**src/rtl/fuse_regfront.sv**
```systemverilog
module fuse_regfront #(
  parameter int          ADDR_W   = 8,
  parameter logic [31:0] PASSCODE = 32'h0000_DF0D,
  parameter logic [31:0] SRC_MASK = 32'h8000_7FFF
) (
  input  logic              clk,
  input  logic              rst_n,
  input  logic [ADDR_W-1:0] bus_addr,
  input  logic              bus_wr,
  input  logic [31:0]       bus_wdata,
  output logic [31:0]       bus_rdata,
  input  logic [31:0]       evt_set,
  output logic              irq,
  output logic              locked
);
  localparam logic [ADDR_W-1:0] OFS_LOCK = ADDR_W'(8'h00);
  localparam logic [ADDR_W-1:0] OFS_STAT = ADDR_W'(8'h04);
  localparam logic [ADDR_W-1:0] OFS_MASK = ADDR_W'(8'h08);
  localparam logic [ADDR_W-1:0] OFS_EN   = ADDR_W'(8'h0C);
  localparam logic [ADDR_W-1:0] OFS_DIS  = ADDR_W'(8'h10);

  logic        lock_q;
  logic [31:0] status_q, mask_q;

  wire wr_ok   = bus_wr && !lock_q;
  wire wr_lock = bus_wr && bus_addr == OFS_LOCK;
  wire wr_stat = wr_ok && bus_addr == OFS_STAT;
  wire wr_en   = wr_ok && bus_addr == OFS_EN;
  wire wr_dis  = wr_ok && bus_addr == OFS_DIS;

  wire [31:0] clr_bits = wr_stat ? bus_wdata : 32'h0;

  always_ff @(posedge clk or negedge rst_n) begin
    if (!rst_n) begin
      lock_q   <= 1'b1;
      status_q <= '0;
      mask_q   <= SRC_MASK;
    end else begin
      if (wr_lock) lock_q <= (bus_wdata != PASSCODE);
      status_q <= ((status_q & ~clr_bits) | evt_set) & SRC_MASK;
      if (wr_en)       mask_q <= mask_q & ~bus_wdata;
      else if (wr_dis) mask_q <= (mask_q | bus_wdata) & SRC_MASK;
    end
  end

  always_comb begin
    case (bus_addr)
      OFS_LOCK: bus_rdata = {31'b0, lock_q};
      OFS_STAT: bus_rdata = status_q;
      OFS_MASK: bus_rdata = mask_q;
      default:  bus_rdata = '0;
    endcase
  end

  assign irq    = |(status_q & ~mask_q);
  assign locked = lock_q;
endmodule

```
**config.mk**
```make
export PLATFORM = sky130hd
export DESIGN_NAME = fuse_regfront
export DESIGN_NICKNAME = d
export VERILOG_FILES = /design/src/rtl/fuse_regfront.sv
export SDC_FILE = /design/constraint.sdc
export NUM_CORES = 1
export LEC_CHECK = 0
export BUFFER_PORTS_ARGS = -buffer_cell sky130_fd_sc_hd__clkbuf_2
export CAP_MARGIN = 10
export CORE_MARGIN = 2
export CORE_UTILIZATION = 40
export DETAILED_ROUTE_END_ITERATION = 10
export PLACE_DENSITY_LB_ADDON = 0.3
export SETUP_SLACK_MARGIN = 0.5
export SLEW_MARGIN = 30
export SYNTH_ARGS = -nofsm -noshare
export SYNTH_HDL_FRONTEND = slang
export SYNTH_SLANG_ARGS = --single-unit
```
**constraint.sdc**
```tcl
create_clock -name clk -period 2.4 [get_ports clk]
set_input_delay 0.48 -clock clk [delete_from_list [all_inputs] [get_ports clk]]
set_output_delay 0.48 -clock clk [all_outputs]
set_load 0.01 [all_outputs]
```
; ---- After elaboration in Yosys (flattened, before gate mapping)
; Index checks and enable logic that the tools add are counted.
[word_totals]
register_bits = 49
word_cells = 29
out_inout_bits = 34
[classes]
n_mux = 4
n_reduce_logical = 9
n_eq_ne = 5
bitwise_logic = 8
[op_table]
columns = operator, count
row1 = 32-bit AND, 3
row2 = 32-bit two-way mux, 3
row3 = 32-bit inverter, 3
row4 = 32-bit case mux with 3 select lines, 1
row5 = 32-bit bitwise OR, 2
row6 = "32-bit by 16-bit inequality test with 1-bit output, second input constant", 1
row7 = 32-bit OR reduction, 1
row8 = "8-bit by 4-bit == test with 1-bit output, second input constant", 2
row9 = "8-bit by 3-bit == test with 1-bit output, second input constant", 1
row10 = "8-bit by 5-bit == test with 1-bit output, second input constant", 1
row11 = 8-bit logical NOT, 1
row12 = 1-bit logical AND, 5
row13 = 2-bit nonzero test, 1
row14 = 1-bit logical NOT, 1

; ---- Logic depth before layout (Yosys ltp)
[depth]
ltp_word = 7
depth_mapped = 6
depth_no_buf = 4

; ---- Least setup slack after synthesis
; No wires, ideal clock.
[synth_timing]
path_kind = input port to output port
startpoint = input port bus_addr[1]
endpoint = output port bus_rdata[10]
path_stages = 5
t_required_ns = 1.920
arrival_time_ns = 1.856
path_buffers = 2
setup_slack_ns = 0.064
path_cell_list = or4_4 > buf_6 > nor4_2 > buf_2 > a22o_1
[synth_via]
elab_chain_cells = 2
[synth_lines]
columns = item, line_no
row1 = start: declaration, 8  ; input logic [ADDR_W-1:0] bus_addr,
row2 = 8-bit by 4-bit == test with 1-bit output (tied with other cells), 47  ; case (bus_addr)
row3 = 32-bit case mux with 3 select lines *, 47
row4 = end: declaration, 11  ; output logic [31:0] bus_rdata,
; Mark *: on every way between the ends. The rest lies on a longest branch, timed or not.

; ---- Worst setup path after layout
[layout_timing]
startpoint = input port bus_addr[1]
endpoint = output port bus_rdata[11]
; Same word-level chain as after synthesis.

==> report_table.html <==
<table>
<tr><th>Metric</th><th>Value</th></tr>
<tr><th colspan="2">Status</th></tr>
<tr><td>Status</td><td>complete, no violations</td></tr>
<tr><th colspan="2">Logic synthesis</th></tr>
<tr><td>Number of nets produced by synthesis</td><td>318</td></tr>
<tr><td>Dominant cells by area after synthesis</td><td>dfrtp_1 33%, dfstp_2 18%, a21oi_1 7.3%</td></tr>
<tr><td>Cell type contributing the most total cell area after synthesis</td><td>dfrtp_1</td></tr>
<tr><td>Seq/Total Area, Yosys</td><td>50.9%</td></tr>
<tr><td>Post-synthesis register bit count</td><td>49</td></tr>
<tr><td>Warning count from the yosys run</td><td>0</td></tr>
<tr><td>Fraction of synthesized cell area taken by the top area cell type</td><td>32.7%</td></tr>
<tr><td>Count of different cell masters after synthesis</td><td>34</td></tr>
<tr><td>Cell count after synthesis</td><td>243</td></tr>
<tr><td>Mean Syn Cell Area</td><td>10.1 um^2</td></tr>
<tr><td>Cell area after synthesis</td><td>2450 um^2</td></tr>
<tr><th colspan="2">Die</th></tr>
<tr><td>Core box area</td><td>5920 um^2</td></tr>
<tr><td>Full die area</td><td>6770 um^2</td></tr>
<tr><td>Number of top-level design ports</td><td>109</td></tr>
<tr><td>Initial standard-cell utilization of the core</td><td>41.4%</td></tr>
<tr><td>Rows</td><td>28</td></tr>
<tr><td>Height of the die</td><td>82.3 um</td></tr>
<tr><td>Chip Width</td><td>82.3 um</td></tr>
<tr><th colspan="2">Worst setup path</th></tr>
<tr><td>Cell at the slowest stage of the critical path</td><td>or4_4</td></tr>
<tr><td>Critical path capture point type</td><td>output port</td></tr>
<tr><td>Cells traversed along the worst timing path</td><td>clkbuf_2, or4_4, nor4_4, buf_6, a22o_1, buf_2</td></tr>
<tr><td>Critical path startpoint category</td><td>primary input</td></tr>
<tr><td>Highest fanout seen on the critical path</td><td>10</td></tr>
<tr><td>Startpoint-to-endpoint class of the critical path</td><td>primary input to output port</td></tr>
<tr><td>Critical Path RT</td><td>1920 ps</td></tr>
<tr><td>Longest individual stage delay on the worst path</td><td>580 ps</td></tr>
<tr><td>Data arrival time at the worst-slack endpoint</td><td>1880 ps</td></tr>
<tr><th colspan="2">Clock network</th></tr>
<tr><td>Clock insertion delay at the later pin of the skew report</td><td>310 ps</td></tr>
<tr><td>Total CTS buffers</td><td>5</td></tr>
<tr><td>CTS root buffer</td><td>clkbuf_8</td></tr>
<tr><td>Number of sinks handled by clock tree synthesis</td><td>49</td></tr>
<tr><td>Clock transition at the registers of the reported paths</td><td>90 ps</td></tr>
<tr><td>CTS tree</td><td>yes</td></tr>
<tr><td>Number of buffers inserted by hold repair at cts</td><td>0</td></tr>
<tr><td>Depth of the CTS H-tree</td><td>2</td></tr>
<tr><td>Max Root-Sink Buffers</td><td>2</td></tr>
<tr><th colspan="2">Cells and area</th></tr>
<tr><td>Most used cells in the layout excluding fill and tap cells</td><td>59 x clkbuf_2, 36 x a21oi_1, 32 x dfrtp_1, 29 x nand2_1, 19 x buf_6</td></tr>
<tr><td>Most common cell after layout, fill and taps aside</td><td>clkbuf_2</td></tr>
<tr><td>Fraction of final layout cells with drive strength greater than 1</td><td>50.0%</td></tr>
<tr><td>Area of all placed cells without fillers</td><td>3460 um^2</td></tr>
<tr><td>Count of inserted antenna diode cells</td><td>0</td></tr>
<tr><td>Syn-to-layout area delta</td><td>41.0%</td></tr>
<tr><td>Final layout net count</td><td>426</td></tr>
<tr><th colspan="2">GRT</th></tr>
<tr><td>Global-route wire length before repair</td><td>9.67 mm</td></tr>
<tr><td>Antenna violations before repair</td><td>0</td></tr>
<tr><td>GRT Residual Overflow</td><td>0</td></tr>
<tr><td>Vias in the first global route</td><td>2047</td></tr>
<tr><td>Largest net degree at the start of global routing</td><td>33</td></tr>
<tr><td>Overall global routing resource usage</td><td>19.1%</td></tr>
<tr><th colspan="2">Detailed routing</th></tr>
<tr><td>Routed Wire Length</td><td>6.29 mm</td></tr>
<tr><td>Avg WL per Cell</td><td>14.7 um</td></tr>
<tr><td>Total vias in the final route</td><td>2191</td></tr>
<tr><td>Initial DRC count</td><td>63</td></tr>
<tr><td>Pre-Repair DR Iteration Count</td><td>4</td></tr>
<tr><td># DRC</td><td>0</td></tr>
<tr><td>Antenna-violating nets left</td><td>0</td></tr>
<tr><td>Vias per std cell</td><td>5.13</td></tr>
<tr><th colspan="2">Placed design</th></tr>
<tr><td>HPWL after detailed placement</td><td>4.68 mm</td></tr>
<tr><td>Final weighted congestion in routability-driven placement</td><td>0.835</td></tr>
<tr><td>Placed Area</td><td>3100 um^2</td></tr>
<tr><td>Number of port buffers</td><td>92</td></tr>
<tr><td>Pre-CTS setup slack</td><td>-6.54 ps</td></tr>
<tr><th colspan="2">Timing</th></tr>
<tr><td>Upper clock frequency limit</td><td>425 MHz</td></tr>
<tr><td>Final max-slew violation count</td><td>0</td></tr>
<tr><td>Minimum clock period after layout</td><td>2360 ps</td></tr>
<tr><td>Final worst path period share</td><td>98.1%</td></tr>
<tr><td>Number of endpoints with negative hold slack in the final report</td><td>0</td></tr>
<tr><td>Slew HR</td><td>64.7%</td></tr>
<tr><td>Slew of the pin with the lowest slew margin</td><td>529 ps</td></tr>
<tr><td>Setup-violating endpoint count in the final report</td><td>0</td></tr>
<tr><td>Setup repair after global routing missed its margin</td><td>true</td></tr>
<tr><td>Setup slack of the critical path after layout</td><td>44.6 ps</td></tr>
<tr><td>Setup skew after layout</td><td>12.6 ps</td></tr>
<tr><th colspan="2">Power and ir drop</th></tr>
<tr><td>Standby leakage power</td><td>0.00163 uW</td></tr>
<tr><td>PD cells</td><td>463 nW/um^2</td></tr>
<tr><td>Worst IR Drop VDD</td><td>0.330 mV</td></tr>
<tr><td>Final Total Pwr</td><td>1600 uW</td></tr>
<tr><th colspan="2">Hold path</th></tr>
<tr><td>Class of the tightest hold or removal check</td><td>primary input to asynchronous set/reset pin</td></tr>
<tr><th colspan="2">Job</th></tr>
<tr><td>Total of max-cap violations</td><td>0</td></tr>
</table>
[cell type report]
class / count / area (um^2)
Inverter: 17 / 63.8
Tap cell: 75 / 93.8
Clock buffer: 5 / 68.8
Timing Repair Buffer: 112 / 779
Fill cell: 517 / 2460
Clock inverter: 3 / 43.8
Sequential cell: 49 / 1250
Multi-Input combinational cell: 166 / 1160
[final timing paths]
path,startpoint,to,slack (ps),depth (start not counted)
max,bus_addr[1],bus_rdata[11],40,6
min,rst_n,status_q[31],130,1
max reg2reg,locked,flop,740,5
min reg2reg,mask_q[22],mask_q[22],510,1
max in group asynchronous,rst_n,asynchronous set/reset pin,1600,2
min in group clk,evt_set[1],status_q[1],340,2
[cells in the mapped netlist (all sizes together)]
| cell | n |
|---|---|
| a21oi | 36 |
| dfrtp | 32 |
| nand2 | 30 |
| dfstp | 17 |
| inv | 17 |
| and2 | 16 |
| and3 | 16 |
| a22o | 15 |
| a21o | 12 |
| buf | 9 |
| nor4 | 9 |
| or2 | 5 |
| a221oi | 4 |
| nand4 | 4 |
| o22ai | 4 |
| clkbuf | 2 |
| nand3 | 2 |
| nor4b | 2 |
| or4 | 2 |
| a22oi | 1 |
| mux2 | 1 |
| nand2b | 1 |
| nand3b | 1 |
| nand4bb | 1 |
| nor2 | 1 |
| nor2b | 1 |
| nor3 | 1 |
| nor4bb | 1 |
[power by group]
part           leakage [uW]  total [uW]  internal (uW)  switching [uW]
Combinational       0.00103         141           61.7            79.6
Sequential         0.000539         865            852            13.7
Clock             0.0000585         594            312             282
Total               0.00163        1600           1230             375
[worst max-delay path, delay by kind of cell]
family	cells	cell delay [ps]
AO/OA/AOI/OAI	1	170
buffers and inverters	3	400
AND/OR/NAND/NOR	2	820
[logic make-up (layout without fill, tap and decap cells)]
logic type	after synthesis	after routing	share of synthesized area, %
buffers and inverters	28	137	5.36
flip-flops	49	49	50.9
multiplexers	1	1	0.459
AND/OR/NAND/NOR	93	93	24.2
AO/OA/AOI/OAI	72	72	19.1
[metal layers]
layer  wire length [um]  global-route usage, %  up-vias
met3                413                   4.67        9
met5                  0                      0        -
li1                   -                      -     1084
met4                 94                   6.83        0
met2               2860                   30.3       79
met1               2930                   25.5     1019
[stage by stage]
step / utilization (%) / hold slack, ps / cells / TNS [ps]
floorplan: - / 184 / 243 / 0
global placement: 52.3 / 477 / 410 / -19.8
detailed placement: 52.3 / 478 / 410 / -6.54
CTS: 54.8 / 138 / 420 / 0
global route: 58.4 / 157 / 427 / -265
finish: 58.4 / 131 / 427 / 0
[timing repair]
item                       CTS  global route
setup endpoints to repair   38            58
pin swaps                    3             9
buffers inserted             2             6
cloned                       0             1
gates resized for setup      6            58
No activity file was read; power rests on OpenSTA's default activity.
